$ cat config.mk
export PLATFORM = sky130hd
export DESIGN_NAME = nan_prop_stage
export DESIGN_NICKNAME = d
export VERILOG_FILES = /design/src/rtl/nan_pkg.sv /design/src/rtl/nan_classify.sv /design/src/rtl/nan_quieten.sv /design/src/rtl/nan_pick.sv /design/src/rtl/nan_prop_stage.sv
export SDC_FILE = /design/constraint.sdc
export NUM_CORES = 1
export LEC_CHECK = 0
export BUFFER_PORTS_ARGS = -buffer_cell sky130_fd_sc_hd__buf_2
export CAP_MARGIN = 20
export CORE_ASPECT_RATIO = 1.4
export CORE_MARGIN = 10
export CORE_UTILIZATION = 30
export CTS_CLUSTER_SIZE = 28
export DETAILED_ROUTE_END_ITERATION = 16
export SYNTH_ARGS = -nofsm -noshare
export SYNTH_HDL_FRONTEND = slang
export SYNTH_SLANG_ARGS = --single-unit
$ cat constraint.sdc
create_clock -name clk -period 0.8 [get_ports clk]
set_input_delay 0.04 -clock clk [delete_from_list [all_inputs] [get_ports clk]]
set_output_delay 0.04 -clock clk [all_outputs]
set_load 0.05 [all_outputs]
$ cat src/rtl/nan_pkg.sv
package nan_pkg;
  typedef enum logic [2:0] {
    FC_OTHER = 3'd0,
    FC_ZERO  = 3'd1,
    FC_INF   = 3'd2,
    FC_QNAN  = 3'd3,
    FC_SNAN  = 3'd4
  } fclass_e;
endpackage

$ cat src/rtl/nan_classify.sv
module nan_classify
  import nan_pkg::*;
#(
  parameter int EXP_W = 8,
  parameter int MAN_W = 23
) (
  input  logic [EXP_W+MAN_W:0] op,
  input  logic                 legacy,
  output fclass_e              cls
);
  logic [EXP_W-1:0] expf;
  logic [MAN_W-1:0] manf;
  logic             flag_quiet;

  assign expf = op[EXP_W+MAN_W-1:MAN_W];
  assign manf = op[MAN_W-1:0];
  assign flag_quiet = manf[MAN_W-1] ^ legacy;

  always_comb begin
    if (expf == '0 && manf == '0)      cls = FC_ZERO;
    else if (expf != '1)               cls = FC_OTHER;
    else if (manf == '0)               cls = FC_INF;
    else if (flag_quiet)               cls = FC_QNAN;
    else                               cls = FC_SNAN;
  end
endmodule

$ cat src/rtl/nan_quieten.sv
module nan_quieten #(
  parameter int EXP_W = 8,
  parameter int MAN_W = 23
) (
  input  logic [EXP_W+MAN_W:0] nan_in,
  input  logic                 legacy,
  input  logic                 is_sig,
  output logic [EXP_W+MAN_W:0] nan_out
);
  localparam int W = EXP_W + MAN_W + 1;
  localparam logic [MAN_W-1:0] QBIT = {1'b1, {(MAN_W-1){1'b0}}};
  localparam logic [W-1:0] CANON_LEG = {1'b0, {EXP_W{1'b1}}, {(MAN_W-1){1'b0}}, 1'b1};

  logic [MAN_W-1:0] man_clr;

  assign man_clr = nan_in[MAN_W-1:0] & ~QBIT;

  always_comb begin
    nan_out = nan_in;
    if (is_sig) begin
      if (!legacy)              nan_out[MAN_W-1] = 1'b1;
      else if (man_clr == '0)   nan_out = CANON_LEG;
      else                      nan_out[MAN_W-1] = 1'b0;
    end
  end
endmodule

$ cat src/rtl/nan_pick.sv
module nan_pick (
  input  logic nan_a,
  input  logic sig_a,
  input  logic nan_b,
  input  logic sig_b,
  output logic take_b
);
  always_comb begin
    if (sig_a)       take_b = 1'b0;
    else if (sig_b)  take_b = 1'b1;
    else if (nan_a)  take_b = 1'b0;
    else             take_b = nan_b;
  end
endmodule

$ cat src/rtl/nan_prop_stage.sv
module nan_prop_stage
  import nan_pkg::*;
#(
  parameter int EXP_W = 8,
  parameter int MAN_W = 23
) (
  input  logic                 clk,
  input  logic                 rst_n,
  input  logic                 in_valid,
  input  logic                 two_op,
  input  logic                 legacy_mode,
  input  logic [EXP_W+MAN_W:0] op_a,
  input  logic [EXP_W+MAN_W:0] op_b,
  output logic                 out_valid,
  output logic                 out_nan,
  output logic                 out_invalid,
  output logic [EXP_W+MAN_W:0] out_result,
  output logic [2:0]           out_cls_a,
  output logic [2:0]           out_cls_b
);
  localparam int W = EXP_W + MAN_W + 1;
  localparam int NOPS = 2;

  logic [W-1:0] ops [NOPS];
  fclass_e      cls_raw [NOPS];
  logic         is_nan [NOPS];
  logic         is_sig [NOPS];
  logic         use_op [NOPS];

  assign ops[0] = op_a;
  assign ops[1] = op_b;
  assign use_op[0] = 1'b1;
  assign use_op[1] = two_op;

  for (genvar g = 0; g < NOPS; g++) begin : g_op
    nan_classify #(.EXP_W(EXP_W), .MAN_W(MAN_W)) u_cls (
      .op     (ops[g]),
      .legacy (legacy_mode),
      .cls    (cls_raw[g])
    );
    assign is_sig[g] = use_op[g] && (cls_raw[g] == FC_SNAN);
    assign is_nan[g] = use_op[g] && (cls_raw[g] == FC_SNAN || cls_raw[g] == FC_QNAN);
  end

  logic         take_b;
  logic [W-1:0] chosen;
  logic [W-1:0] quiet_val;

  nan_pick u_pick (
    .nan_a  (is_nan[0]),
    .sig_a  (is_sig[0]),
    .nan_b  (is_nan[1]),
    .sig_b  (is_sig[1]),
    .take_b (take_b)
  );

  assign chosen = take_b ? op_b : op_a;

  nan_quieten #(.EXP_W(EXP_W), .MAN_W(MAN_W)) u_q (
    .nan_in  (chosen),
    .legacy  (legacy_mode),
    .is_sig  (take_b ? is_sig[1] : is_sig[0]),
    .nan_out (quiet_val)
  );

  logic         nxt_nan, nxt_inv;
  logic [W-1:0] nxt_res;
  logic [2:0]   nxt_cls_a, nxt_cls_b;

  always_comb begin
    nxt_nan   = is_nan[0] | is_nan[1];
    nxt_inv   = is_sig[0] | is_sig[1];
    nxt_res   = nxt_nan ? quiet_val : '0;
    nxt_cls_a = cls_raw[0];
    nxt_cls_b = two_op ? cls_raw[1] : FC_OTHER;
  end

  always_ff @(posedge clk or negedge rst_n) begin
    if (!rst_n) out_valid <= 1'b0;
    else        out_valid <= in_valid;
  end

  always_ff @(posedge clk) begin
    if (in_valid) begin
      out_nan     <= nxt_nan;
      out_invalid <= nxt_inv;
      out_result  <= nxt_res;
      out_cls_a   <= nxt_cls_a;
      out_cls_b   <= nxt_cls_b;
    end
  end
endmodule

==> tab_implementation.tex, run 1 <==
\begin{tabular}{lr}
\hline
Metric & Value \\
\hline
\multicolumn{2}{l}{\textbf{Placed design}} \\
Cell area reported after detailed placement & 3350 µm² \\
Half-perimeter wire length after placement & 6.41 mm \\
Final weighted congestion in routability-driven placement & 0.795 \\
Total of buffers placed on input and output ports & 109 \\
Instance count after placement with tap cells included & 446 \\
\multicolumn{2}{l}{\textbf{Synthesis}} \\
Post-synthesis instance area & 2180 µm² \\
Number of different library cells in the post-synthesis netlist & 40 \\
Sequential area share after synthesis & 56.1\% \\
Syn Inst Count & 204 \\
Syn\_nets & 273 \\
Synthesis-stage register bit count & 41 \\
Yosys Warn Count & 0 \\
Post-synthesis area per instance & 10.7 µm² \\
\multicolumn{2}{l}{\textbf{Detailed routing}} \\
Detailed Route WL & 8.42 mm \\
Remaining number of nets flagged by the antenna check after routing & 0 \\
\# DRC & 0 \\
Initial DRC count & 113 \\
First drt pass iteration count & 4 \\
Number of vias in the routed layout & 2318 \\
Number of vias per cell after detailed routing & 4.96 \\
Wire per inst & 18.0 µm \\
\multicolumn{2}{l}{\textbf{GRT}} \\
Total global routing track utilization & 14.2\% \\
Overflow left after global routing & 0 \\
Maximum number of pins on one net before global-route repair & 31 \\
Number of antenna violations at the first check in global routing & 1 \\
Via count of the first global-routing pass & 2469 \\
Global-route wire length before repair & 12.4 mm \\
\multicolumn{2}{l}{\textbf{STA}} \\
Slew at the pin closest to its max-slew limit & 0.502 ns \\
Final period demand of the worst path & 1.52 ns \\
Final number of hold-violating endpoints & 0 \\
Sum Neg Setup Slack & -27.57 ns \\
Setup repair after global routing missed its margin & yes \\
Fmax & 658 MHz \\
Worst-case hold slack & 0.0334 ns \\
Relative slew margins & 66.3\% \\
Final critical-path setup slack & -0.719 ns \\
Final Max Slew Viols & 0 \\
Number of failing setup endpoints in the final timing report & 81 \\
Final clock period utilization by the worst path & 190\% \\
\multicolumn{2}{l}{\textbf{Clocking}} \\
Number of clock sinks seen by CTS & 41 \\
CTS tree & built \\
CTS max path bufs & 2 \\
Buffer type at the clock tree root & clkbuf\_8 \\
Clock slew seen by the registers of the worst setup and hold paths & 0.09 ns \\
H-tree depth & 2 \\
Total clock buffers created by CTS & 5 \\
\multicolumn{2}{l}{\textbf{Finish}} \\
Finished Layout Cells & 467 \\
Nets & 439 \\
Share of layout cells above drive strength 1 & 65.5\% \\
Finished Core Util & 59.3\% \\
Most common cell after layout, fill and taps aside & buf\_6 \\
Post-layout instance area & 4170 µm² \\
Relative area change from synthesis to final layout & 90.8\% \\
Most frequent cells in the layout & 65 x buf\_6, 52 x buf\_2, 50 x buf\_4, 40 x edfxtp\_1, 19 x a21oi\_2 \\
\multicolumn{2}{l}{\textbf{Critical path}} \\
Arr. time, crit path & 1.58 ns \\
WP data required & 0.86 ns \\
Setup crit end kind & register \\
Sort of element at the start of the critical path & primary input \\
Path type of the worst setup path & in2reg \\
Worst-path fanout max & 5 \\
\multicolumn{2}{l}{\textbf{Pwr}} \\
Switching fraction of total power & 27.5\% \\
Net switching power figure & 0.00162 W \\
Total internal power & 0.00427 W \\
VDD IR-drop max & 0.881 mV \\
Share of total power in sequential cells & 42.7\% \\
Static power due to leakage & 1.66 nW \\
Clock Power Share & 34.7\% \\
Power density cells & 1410 nW/µm² \\
Combinational fraction of design power & 22.6\% \\
\multicolumn{2}{l}{\textbf{Run status}} \\
Status & finished with violations \\
Failing checks & negative setup slack \\
\multicolumn{2}{l}{\textbf{Floorplan}} \\
Core area & 7030 µm² \\
Cell Rows & 36 \\
Die Span Y & 121 µm \\
Chip Width & 92.1 µm \\
Initial core utilization & 31.1\% \\
Total Die Area & 11100 µm² \\
I/O Pins & 110 \\
\multicolumn{2}{l}{\textbf{Run}} \\
Number of maximum-capacitance constraint violations & 0 \\
\multicolumn{2}{l}{\textbf{Min path}} \\
Min-Delay Path Class & in2async \\
\hline
\end{tabular}
## per-layer routing
metal	GRT usage (%)	up-vias	wire, µm
met1	13.8	1096	2840
li1	-	1123	-
met4	7.16	0	284
met2	26.6	80	4810
met5	0	-	0
met3	3.84	19	480
## sequential cells by signal, indices dropped and copies added (netlist names)
| register | flops |
|---|---|
| out_cls_a | 3 |
| out_cls_b | 3 |
| out_invalid | 1 |
| out_nan | 1 |
| out_result | 32 |
| out_valid | 1 |
## logic make-up after synthesis
family / after synthesis / synth area share, %
muxes: 1 / 0.458
and+or+nand+nor: 73 / 19.0
AOI/OAI and AO/OA: 61 / 18.2
buffers and inverters: 28 / 6.30
DFF: 41 / 56.1
## final cells by class
type,count,area (µm²)
Antenna cell,1,2.50
Clock buffer,5,68.8
Clock inverter,3,68.8
Tap cell,95,119
Inverter,13,48.8
Fill cell,594,2860
Timing Repair Buffer,174,1490
Sequential cell,41,1230
Multi-Input combinational cell,135,1150
## stage by stage
stage | power (W) | setup WS, ns
finish | 0.00589 | -0.719
global route | 0.00608 | -0.772
floorplan | 0.00310 | -0.712
global placement | 0.00361 | -1.09
CTS | 0.00586 | -0.623
detailed placement | 0.00363 | -1.19
## worst max-delay path: stages
cell and delay [ns]:
buf_6 0.07, nand4_1 0.16, a2111oi_4 0.43, buf_4 0.19, o31ai_4 0.07, buf_6 0.14, buf_6 0.11, a221oi_4 0.29
nor3_2 0.08
## power groups by stage
stage | combinational [W] | clock [W] | sequential [W]
after floorplan | 0.000142 | 0 | 0.00296
after global placement | 0.00108 | 0 | 0.00253
after detailed placement | 0.00109 | 0 | 0.00253
after CTS | 0.00128 | 0.00206 | 0.00252
after global routing | 0.00140 | 0.00215 | 0.00253
final | 0.00133 | 0.00204 | 0.00252
## timing repair
item | in CTS | in global routing
hold endpoints to repair | 1 | 0
hold buffers | 1 | 0
endpoints found under the setup margin | 81 | 81
buffers inserted | 2 | 7
gates cloned | 1 | 1
pin swaps | 8 | 21
gates resized for setup | 116 | 52
## synth_stat cells
cell / number / share of area (%)
nand3_1: 23 / 5.3
inv_1: 4 / 0.69
dfrtp_1: 1 / 1.1
o31a_1: 3 / 1.2
a31oi_1: 1 / 0.29
buf_2: 8 / 1.8
buf_6: 2 / 1.0
a21oi_1: 24 / 5.5
nor4b_1: 1 / 0.40
a2111oi_4: 1 / 1.3
nor3_1: 6 / 1.4
and3b_1: 1 / 0.40
inv_2: 9 / 1.5
mux2i_1: 1 / 0.46
nor4_1: 9 / 2.6
a221o_1: 1 / 0.46
o21ai_0: 14 / 3.2
o2111ai_1: 1 / 0.40
and2_1: 1 / 0.29
a2111oi_0: 1 / 0.40
and3_1: 1 / 0.29
o221ai_1: 1 / 0.40
o31ai_1: 1 / 0.34
nor3_2: 1 / 0.46
nor4_2: 4 / 2.3
o31ai_4: 1 / 0.97
o21a_1: 1 / 0.34
o2bb2ai_1: 1 / 0.40
a221oi_1: 1 / 0.40
a22o_1: 1 / 0.40
and4_1: 1 / 0.40
clkbuf_1: 3 / 0.52
nand4b_1: 1 / 0.40
nor2_1: 10 / 1.7
nand4_1: 6 / 1.7
nand2_1: 8 / 1.4
o31ai_2: 1 / 0.57
o21ai_1: 7 / 1.6
edfxtp_1: 40 / 55
buf_4: 2 / 0.69
## worst max path at each step
stage                  start              to  cells after the start
finish              op_a[26]   out_result[0]                      9
global route        op_a[26]   out_result[0]                      9
CTS                  op_a[3]   out_result[7]                      8
detailed placement  op_a[14]    out_cls_a[1]                      8
global placement    op_a[14]   out_result[9]                      9
floorplan           op_b[22]  out_result[31]                      6
(Power assumes the default switching activity.)
==> run 2, diff against run 1 <==
- SYNTH_HIERARCHICAL: not set -> 1
==> run 2 against run 1 <==
  * The flow still finishes with violations (negative setup slack)
  * Area after synthesis grew 35%
  * Combinational power up 17%
  * Routed wire length rose by 27%
  * First-iteration DRC count down 0.88%
  * Core utilization decreased by 5.2 points
  * Fmax decreased by 55%
  * Total power increased by 9.4%
  * Count of clock-buffer cells in the layout rose by 1
  * Clock power increased by 16%
  * Flip-flop and latch count stayed put
==> tab_implementation.tex, run 2 <==
\begin{tabular}{lr}
\hline
Metric & Value \\
\hline
\multicolumn{2}{l}{\textbf{Run status}} \\
Status & finished with violations (unchanged) \\
Failing checks & negative setup slack (unchanged) \\
\multicolumn{2}{l}{\textbf{Floorplan}} \\
Initial core utilization & 31.0\% (was 31.1\%) \\
Cell Rows & 42 (was 36) \\
Die Span Y & 137 µm (was 121 µm) \\
I/O Pins & 110 (unchanged) \\
Total Die Area & 14300 µm² (was 11100 µm²) \\
Core area & 9510 µm² (was 7030 µm²) \\
Chip Width & 104 µm (was 92.1 µm) \\
\multicolumn{2}{l}{\textbf{Finish}} \\
Share of layout cells above drive strength 1 & 72.2\% (was 65.5\%) \\
Nets & 482 (was 439) \\
Most frequent cells in the layout & 64 x buf\_6, 61 x buf\_2, 46 x buf\_4, 40 x edfxtp\_1, 27 x inv\_1 (was 65 x buf\_6, 52 x buf\_2, 50 x buf\_4, 40 x edfxtp\_1, 19 x a21oi\_2) \\
Relative area change from synthesis to final layout & 74.6\% (was 90.8\%) \\
Flip-flop count of the largest register after layout & 32 (unchanged) \\
Diode insertion count for antenna repair & 0 (was 1) \\
Most common cell after layout, fill and taps aside & buf\_6 (unchanged) \\
Finished Layout Cells & 546 (was 467) \\
Registers with the most flip-flops & out\_result x32, out\_cls\_a x3, out\_cls\_b x3 (unchanged) \\
Register with the most flip-flops & out\_result (unchanged) \\
\multicolumn{2}{l}{\textbf{Min path}} \\
Min-Delay Path Class & in2async (unchanged) \\
\multicolumn{2}{l}{\textbf{Clocking}} \\
CTS tree & built (unchanged) \\
Number of clock sinks seen by CTS & 41 (unchanged) \\
H-tree depth & 2 (unchanged) \\
Buffer type at the clock tree root & clkbuf\_16 (was clkbuf\_8) \\
CTS max path bufs & 2 (unchanged) \\
Clock slew seen by the registers of the worst setup and hold paths & 0.06 ns (was 0.09 ns) \\
Total clock buffers created by CTS & 5 (unchanged) \\
\multicolumn{2}{l}{\textbf{STA}} \\
Final clock period utilization by the worst path & 421\% (was 190\%) \\
Final Max Slew Viols & 0 (unchanged) \\
Fmax & 297 MHz (was 658 MHz) \\
Slew at the pin closest to its max-slew limit & 0.500 ns (was 0.502 ns) \\
Final critical-path setup slack & -2.57 ns (was -0.719 ns) \\
Final number of hold-violating endpoints & 0 (unchanged) \\
Relative slew margins & 66.7\% (was 66.3\%) \\
Final period demand of the worst path & 3.37 ns (was 1.52 ns) \\
Number of failing setup endpoints in the final timing report & 81 (unchanged) \\
Setup repair after global routing missed its margin & yes (unchanged) \\
\multicolumn{2}{l}{\textbf{Detailed routing}} \\
First drt pass iteration count & 4 (unchanged) \\
Number of vias in the routed layout & 2733 (was 2318) \\
Detailed Route WL & 10.7 mm (was 8.42 mm) \\
Initial DRC count & 112 (was 113) \\
Wire per inst & 19.6 µm (was 18.0 µm) \\
Remaining number of nets flagged by the antenna check after routing & 0 (unchanged) \\
Number of vias per cell after detailed routing & 5.01 (was 4.96) \\
\# DRC & 0 (unchanged) \\
\multicolumn{2}{l}{\textbf{Synthesis}} \\
Synthesized-area fraction occupied by xor and xnor cells & 0.594\% (was 0\%) \\
Count of flip-flops with a built-in enable after synthesis & 40 (unchanged) \\
Sequential area share after synthesis & 41.6\% (was 56.1\%) \\
Async set or reset register ratio after synthesis & 2.44\% (unchanged) \\
Compound-gate portion of the synthesized area & 19.6\% (was 18.2\%) \\
Share of the synthesized area in the top cell type & 40.7\% (was 55.0\%) \\
Leading cell types by count after synthesis & 40 x edfxtp\_1, 36 x inv\_1, 32 x mux2\_2 (was 40 x edfxtp\_1, 24 x a21oi\_1, 23 x nand3\_1) \\
Post-synthesis instance area & 2950 µm² (was 2180 µm²) \\
Cell types occupying the most area after synthesis & edfxtp\_1 41\%, a41oi\_2 14\%, mux2\_2 12\%, inv\_1 4.6\%, nor4\_1 3.0\% (was edfxtp\_1 55\%, a21oi\_1 5.5\%, nand3\_1 5.3\%, o21ai\_0 3.2\%, nor4\_1 2.6\%) \\
Post-synthesis area per instance & 11.6 µm² (was 10.7 µm²) \\
Syn Inst Count & 255 (was 204) \\
Synth Area in Adders & 0\% (unchanged) \\
Cell taking the most area after synthesis & edfxtp\_1 (unchanged) \\
Yosys Warn Count & 6 (was 0) \\
Multiplexer share of the synthesized area & 12.9\% (was 0.458\%) \\
Syn\_nets & 324 (was 273) \\
Dominant combinational cell family by area after synthesis & compound AO/OA/AOI/OAI gates (was simple AND/OR/NAND/NOR gates) \\
Most common cell in the synthesized netlist & edfxtp\_1 (unchanged) \\
Simple-gate area share of the yosys netlist & 14.3\% (was 19.0\%) \\
Synthesis-stage register bit count & 41 (unchanged) \\
Ys flop type & edfxtp\_1 (unchanged) \\
Number of different library cells in the post-synthesis netlist & 34 (was 40) \\
\multicolumn{2}{l}{\textbf{Pwr}} \\
Power density cells & 1250 nW/µm² (was 1410 nW/µm²) \\
VDD IR-drop max & 0.785 mV (was 0.881 mV) \\
Static power due to leakage & 2.10 nW (was 1.66 nW) \\
\multicolumn{2}{l}{\textbf{Placed design}} \\
Total of buffers placed on input and output ports & 109 (unchanged) \\
Final weighted congestion in routability-driven placement & 0.902 (was 0.795) \\
Instance count after placement with tap cells included & 503 (was 446) \\
Worst slack after detailed placement & -2.81 ns (was -1.19 ns) \\
Half-perimeter wire length after placement & 7.43 mm (was 6.41 mm) \\
\multicolumn{2}{l}{\textbf{GRT}} \\
Maximum number of pins on one net before global-route repair & 35 (was 31) \\
Total global routing track utilization & 14.0\% (was 14.2\%) \\
Number of antenna violations at the first check in global routing & 0 (was 1) \\
Overflow left after global routing & 0 (unchanged) \\
Via count of the first global-routing pass & 3024 (was 2469) \\
Global-route wire length before repair & 16.0 mm (was 12.4 mm) \\
\multicolumn{2}{l}{\textbf{Critical path}} \\
Worst-path fanout max & 5 (unchanged) \\
Sort of element at the start of the critical path & primary input (unchanged) \\
WP data required & 0.80 ns (was 0.86 ns) \\
Path type of the worst setup path & in2reg (unchanged) \\
Setup crit end kind & register (unchanged) \\
Arr. time, crit path & 3.37 ns (was 1.58 ns) \\
\multicolumn{2}{l}{\textbf{Run}} \\
Number of maximum-capacitance constraint violations & 0 (unchanged) \\
\hline
\end{tabular}
run 2: changes by cell type after synthesis, moves of 9 or more:
cell,before,now
a21oi_1,24,0
a41oi_2,0,25
clkbuf_1,3,22
inv_1,4,36
inv_2,9,0
mux2_2,0,32
nand3_1,23,0
o21ai_0,14,2
o21bai_1,0,9
run 2: layout make-up:
type                    instances  area, µm²
well taps                     132        165
inverters                      36        135
clock buffers                   6        139
clock inverters                 2       37.5
multi-input cells             140       1720
repair buffers                189       1730
fillers                       768       4360
flip-flops and latches         41       1230
run 2: repair_timing:
item	4_1_cts	5_1_grt
hold buffers	1	0
resized for setup	157	21
gates cloned	3	2
setup buffers	25	10
pin swaps	6	10
hold endpoints to repair	1	0
setup endpoints to repair	81	81
run 2: cells by family after synthesis:
family	after synthesis
AND/OR/NAND/NOR	56
AO/OA/AOI/OAI	47
multiplexers	34
flip-flops	41
XOR/XNOR	2
buffers and inverters	75
run 2: path summary, 6_finish.rpt:
check / start / endpoint / slack (ns) / cells after the start
min: rst_n / out_valid / 0.05 / 2
min in group clk: in_valid / out_cls_b[0] / 0.08 / 1
max: op_b[12] / out_result[31] / -2.57 / 19
max in group asynchronous: rst_n / out_valid / 0.67 / 2
run 2: per-layer routing:
layer / GRT usage [%] / share of wire (%) / wire (µm)
met5: 0 / 0 / 0
met3: 3.32 / 4.3 / 465
met4: 6.90 / 3.5 / 380
met2: 26.0 / 54 / 5840
met1: 14.4 / 38 / 4050
run 2: critical path, cell delays in order:
cell and delay, ns:
buf_8 0.10, nor4_4 0.31, nand4_1 0.28, or3_4 0.45
o31ai_4 0.08, nand4b_1 0.20, nand2_2 0.14, nand2b_4 0.06
a21oi_4 0.15, buf_12 0.13, buf_16 0.10, buf_12 0.11
mux2_4 0.32, nor4b_4 0.32, buf_4 0.17, nand4_4 0.13
o21a_1 0.19, inv_1 0.04, a41oi_1 0.03
run 2: stage by stage:
stage / util (%) / area [µm²] / hold WS [ns] / total power, W / setup TNS, ns
finish: 54.2 / 5150 / 0.0507 / 0.00645 / -74.26
global route: 54.2 / 5150 / 0.0644 / 0.00665 / -79.17
CTS: 52.5 / 4990 / 0.0494 / 0.00641 / -71.92
detailed placement: 41.9 / 3990 / -0.184 / 0.00379 / -80.97
global placement: 41.9 / 3990 / -0.185 / 0.00378 / -77.56
floorplan: - / 3130 / -0.256 / 0.00323 / -68.14
run 2: report_power, final:
| group | leakage (nW) | total (W) | internal, W | switching (W) |
|---|---|---|---|---|
| clock network | 0.0831 | 0.00237 | 0.00156 | 0.000816 |
| logic | 1.63 | 0.00156 | 0.000692 | 0.000865 |
| registers | 0.391 | 0.00252 | 0.00246 | 0.0000557 |
==> run 3, diff against run 2 <==
- TNS_END_PERCENT: not set -> 1
==> run 3 against run 2 <==
  * Largest cell class is now multi-input gates
  * The run still ends with negative setup slack left
  * Combinational power fell by 7%
  * Core utilization shrank 4.4 points
  * Total power decreased by 9.5%
  * Global-route usage down 0.86 points
  * First-iteration DRC count shrank 16%
  * Count of clock-buffer cells in the layout shrank 1
  * Sequential share of layout area rose by 2.1 points
  * Flip-flop and latch count unchanged
  * Cell area is 8.0% lower
  * Die area stayed put
  * Critical path depth shrank 1
  * Non-clock buffer count is 14 lower
==> tab_implementation.tex, run 3 (synthesis results as in run 2) <==
\begin{tabular}{lr}
\hline
Metric & Value \\
\hline
\multicolumn{2}{l}{\textbf{Placed design}} \\
Total of buffers placed on input and output ports & 109 (unchanged) \\
Final weighted congestion in routability-driven placement & 0.922 (was 0.902) \\
Instance count after placement with tap cells included & 502 (was 503) \\
Cell area reported after detailed placement & 3940 µm² (was 3990 µm²) \\
Half-perimeter wire length after placement & 7.64 mm (was 7.43 mm) \\
\multicolumn{2}{l}{\textbf{Finish}} \\
Nets & 468 (was 482) \\
Share of layout cells above drive strength 1 & 72.4\% (was 72.2\%) \\
Finished Core Util & 49.8\% (was 54.2\%) \\
Registers with the most flip-flops & out\_result x32, out\_cls\_a x3, out\_cls\_b x3 (unchanged) \\
Finished Layout Cells & 532 (was 546) \\
Register with the most flip-flops & out\_result (unchanged) \\
Flip-flop count of the largest register after layout & 32 (unchanged) \\
Relative area change from synthesis to final layout & 60.6\% (was 74.6\%) \\
Most frequent cells in the layout & 75 x buf\_2, 55 x buf\_4, 40 x edfxtp\_1, 38 x buf\_6, 28 x a41oi\_2 (was 64 x buf\_6, 61 x buf\_2, 46 x buf\_4, 40 x edfxtp\_1, 27 x inv\_1) \\
Most common cell after layout, fill and taps aside & buf\_2 (was buf\_6) \\
Post-layout instance area & 4740 µm² (was 5150 µm²) \\
\multicolumn{2}{l}{\textbf{GRT}} \\
Number of antenna violations at the first check in global routing & 1 (was 0) \\
Global-route wire length before repair & 14.5 mm (was 16.0 mm) \\
Via count of the first global-routing pass & 2743 (was 3024) \\
Total global routing track utilization & 13.1\% (was 14.0\%) \\
Overflow left after global routing & 0 (unchanged) \\
Maximum number of pins on one net before global-route repair & 34 (was 35) \\
\multicolumn{2}{l}{\textbf{Detailed routing}} \\
Remaining number of nets flagged by the antenna check after routing & 0 (unchanged) \\
Wire per inst & 18.7 µm (was 19.6 µm) \\
\# DRC & 0 (unchanged) \\
First drt pass iteration count & 4 (unchanged) \\
Initial DRC count & 94 (was 112) \\
Detailed Route WL & 9.96 mm (was 10.7 mm) \\
Number of vias in the routed layout & 2575 (was 2733) \\
Number of vias per cell after detailed routing & 4.84 (was 5.01) \\
\multicolumn{2}{l}{\textbf{Clocking}} \\
Clock slew seen by the registers of the worst setup and hold paths & 0.05 ns (was 0.06 ns) \\
CTS max path bufs & 2 (unchanged) \\
H-tree depth & 2 (unchanged) \\
Buffer type at the clock tree root & clkbuf\_16 (unchanged) \\
Number of clock sinks seen by CTS & 41 (unchanged) \\
Total clock buffers created by CTS & 5 (unchanged) \\
CTS tree & built (unchanged) \\
\multicolumn{2}{l}{\textbf{Min path}} \\
Min-Delay Path Class & in2async (unchanged) \\
\multicolumn{2}{l}{\textbf{STA}} \\
Relative slew margins & 66.0\% (was 66.7\%) \\
Setup repair after global routing missed its margin & yes (unchanged) \\
Final Max Slew Viols & 0 (unchanged) \\
Final critical-path setup slack & -2.38 ns (was -2.57 ns) \\
Final number of hold-violating endpoints & 0 (unchanged) \\
Fmax & 314 MHz (was 297 MHz) \\
Final clock period utilization by the worst path & 398\% (was 421\%) \\
Slew at the pin closest to its max-slew limit & 0.511 ns (was 0.500 ns) \\
Final period demand of the worst path & 3.18 ns (was 3.37 ns) \\
Sum Neg Setup Slack & -65.62 ns (was -74.26 ns) \\
Worst-case hold slack & 0.0611 ns (was 0.0507 ns) \\
Number of failing setup endpoints in the final timing report & 81 (unchanged) \\
\multicolumn{2}{l}{\textbf{Floorplan}} \\
Die Span Y & 137 µm (unchanged) \\
Chip Width & 104 µm (unchanged) \\
I/O Pins & 110 (unchanged) \\
Total Die Area & 14300 µm² (unchanged) \\
Initial core utilization & 31.0\% (unchanged) \\
Core area & 9510 µm² (unchanged) \\
Cell Rows & 42 (unchanged) \\
\multicolumn{2}{l}{\textbf{Pwr}} \\
VDD IR-drop max & 0.672 mV (was 0.785 mV) \\
Static power due to leakage & 1.92 nW (was 2.10 nW) \\
Power density cells & 1230 nW/µm² (was 1250 nW/µm²) \\
\multicolumn{2}{l}{\textbf{Run}} \\
Number of maximum-capacitance constraint violations & 0 (unchanged) \\
\multicolumn{2}{l}{\textbf{Critical path}} \\
Sort of element at the start of the critical path & primary input (unchanged) \\
Setup crit end kind & register (unchanged) \\
WP data required & 0.80 ns (about the same) \\
Path type of the worst setup path & in2reg (unchanged) \\
Arr. time, crit path & 3.18 ns (was 3.37 ns) \\
Worst-path fanout max & 5 (unchanged) \\
\multicolumn{2}{l}{\textbf{Run status}} \\
Failing checks & negative setup slack (unchanged) \\
Status & finished with violations (unchanged) \\
\hline
\end{tabular}
## run 3: changes by cell type in the layout (fill, tap and decap cells not counted), sizes merged
cell	before	now
diode	0	1
clkinv	0	1
buf	187	173
bufinv	1	0
clkbuf	7	6
## run 3: critical path: stages
cell	delay, ns
buf_2	0.11
nor3_2	0.30
nand4_1	0.20
or3_4	0.44
o31ai_4	0.07
or3b_4	0.17
nand2_1	0.05
nand2b_4	0.14
a21oi_4	0.17
buf_6	0.15
buf_12	0.11
mux2_4	0.32
nor4b_4	0.33
buf_4	0.18
nand4_4	0.13
o21a_1	0.20
inv_1	0.05
a41oi_1	0.03
## run 3: worst max-delay path by stage
stage | start | to | depth (start not counted)
CTS | op_b[2] | out_result[31] | 18
finish | op_a[15] | out_result[31] | 18
global placement | op_b[12] | out_result[31] | 16
global route | op_b[4] | out_result[31] | 18
detailed placement | op_b[12] | out_result[31] | 16
floorplan | op_a[12] | out_result[31] | 18
## run 3: layout make-up
cell class                      instances  area, µm²
Clock buffer                            5        125
Timing Repair Buffer                  175       1340
Fill cell                             866       4770
Tap cell                              132        165
Antenna cell                            1       2.50
Inverter                               36        135
Clock inverter                          2       11.3
Sequential cell                        41       1230
Multi-Input combinational cell        140       1730
## run 3: stage by stage
stage	worst slack (ns)	power [W]
2_1_floorplan	-2.45	0.00323
3_3_place_gp	-2.83	0.00375
3_5_place_dp	-2.83	0.00376
4_1_cts	-2.31	0.00575
5_1_grt	-2.56	0.00607
6_report	-2.38	0.00583
## run 3: power breakdown
part | internal [W] | switching [W] | total, W
clock | 0.00112 | 0.000760 | 0.00188
combinational | 0.000604 | 0.000844 | 0.00145
sequential | 0.00246 | 0.0000405 | 0.00250
## run 3: routing by layer
layer / wire length (µm) / part of all wire (%) / global-route usage (%)
met5: 0 / 0 / 0
met2: 5700 / 57 / 26.3
met1: 3580 / 36 / 12.6
met4: 227 / 2.3 / 5.27
met3: 448 / 4.5 / 2.85
## run 3: what timing repair did
item / CTS / global route
endpoints found under the hold margin: 1 / 0
hold buffers: 1 / 0
gates resized for setup: 48 / 112
cloned: 1 / 1
setup endpoints to repair: 81 / 81
pin swaps: 27 / 20
buffers inserted: 11 / 9
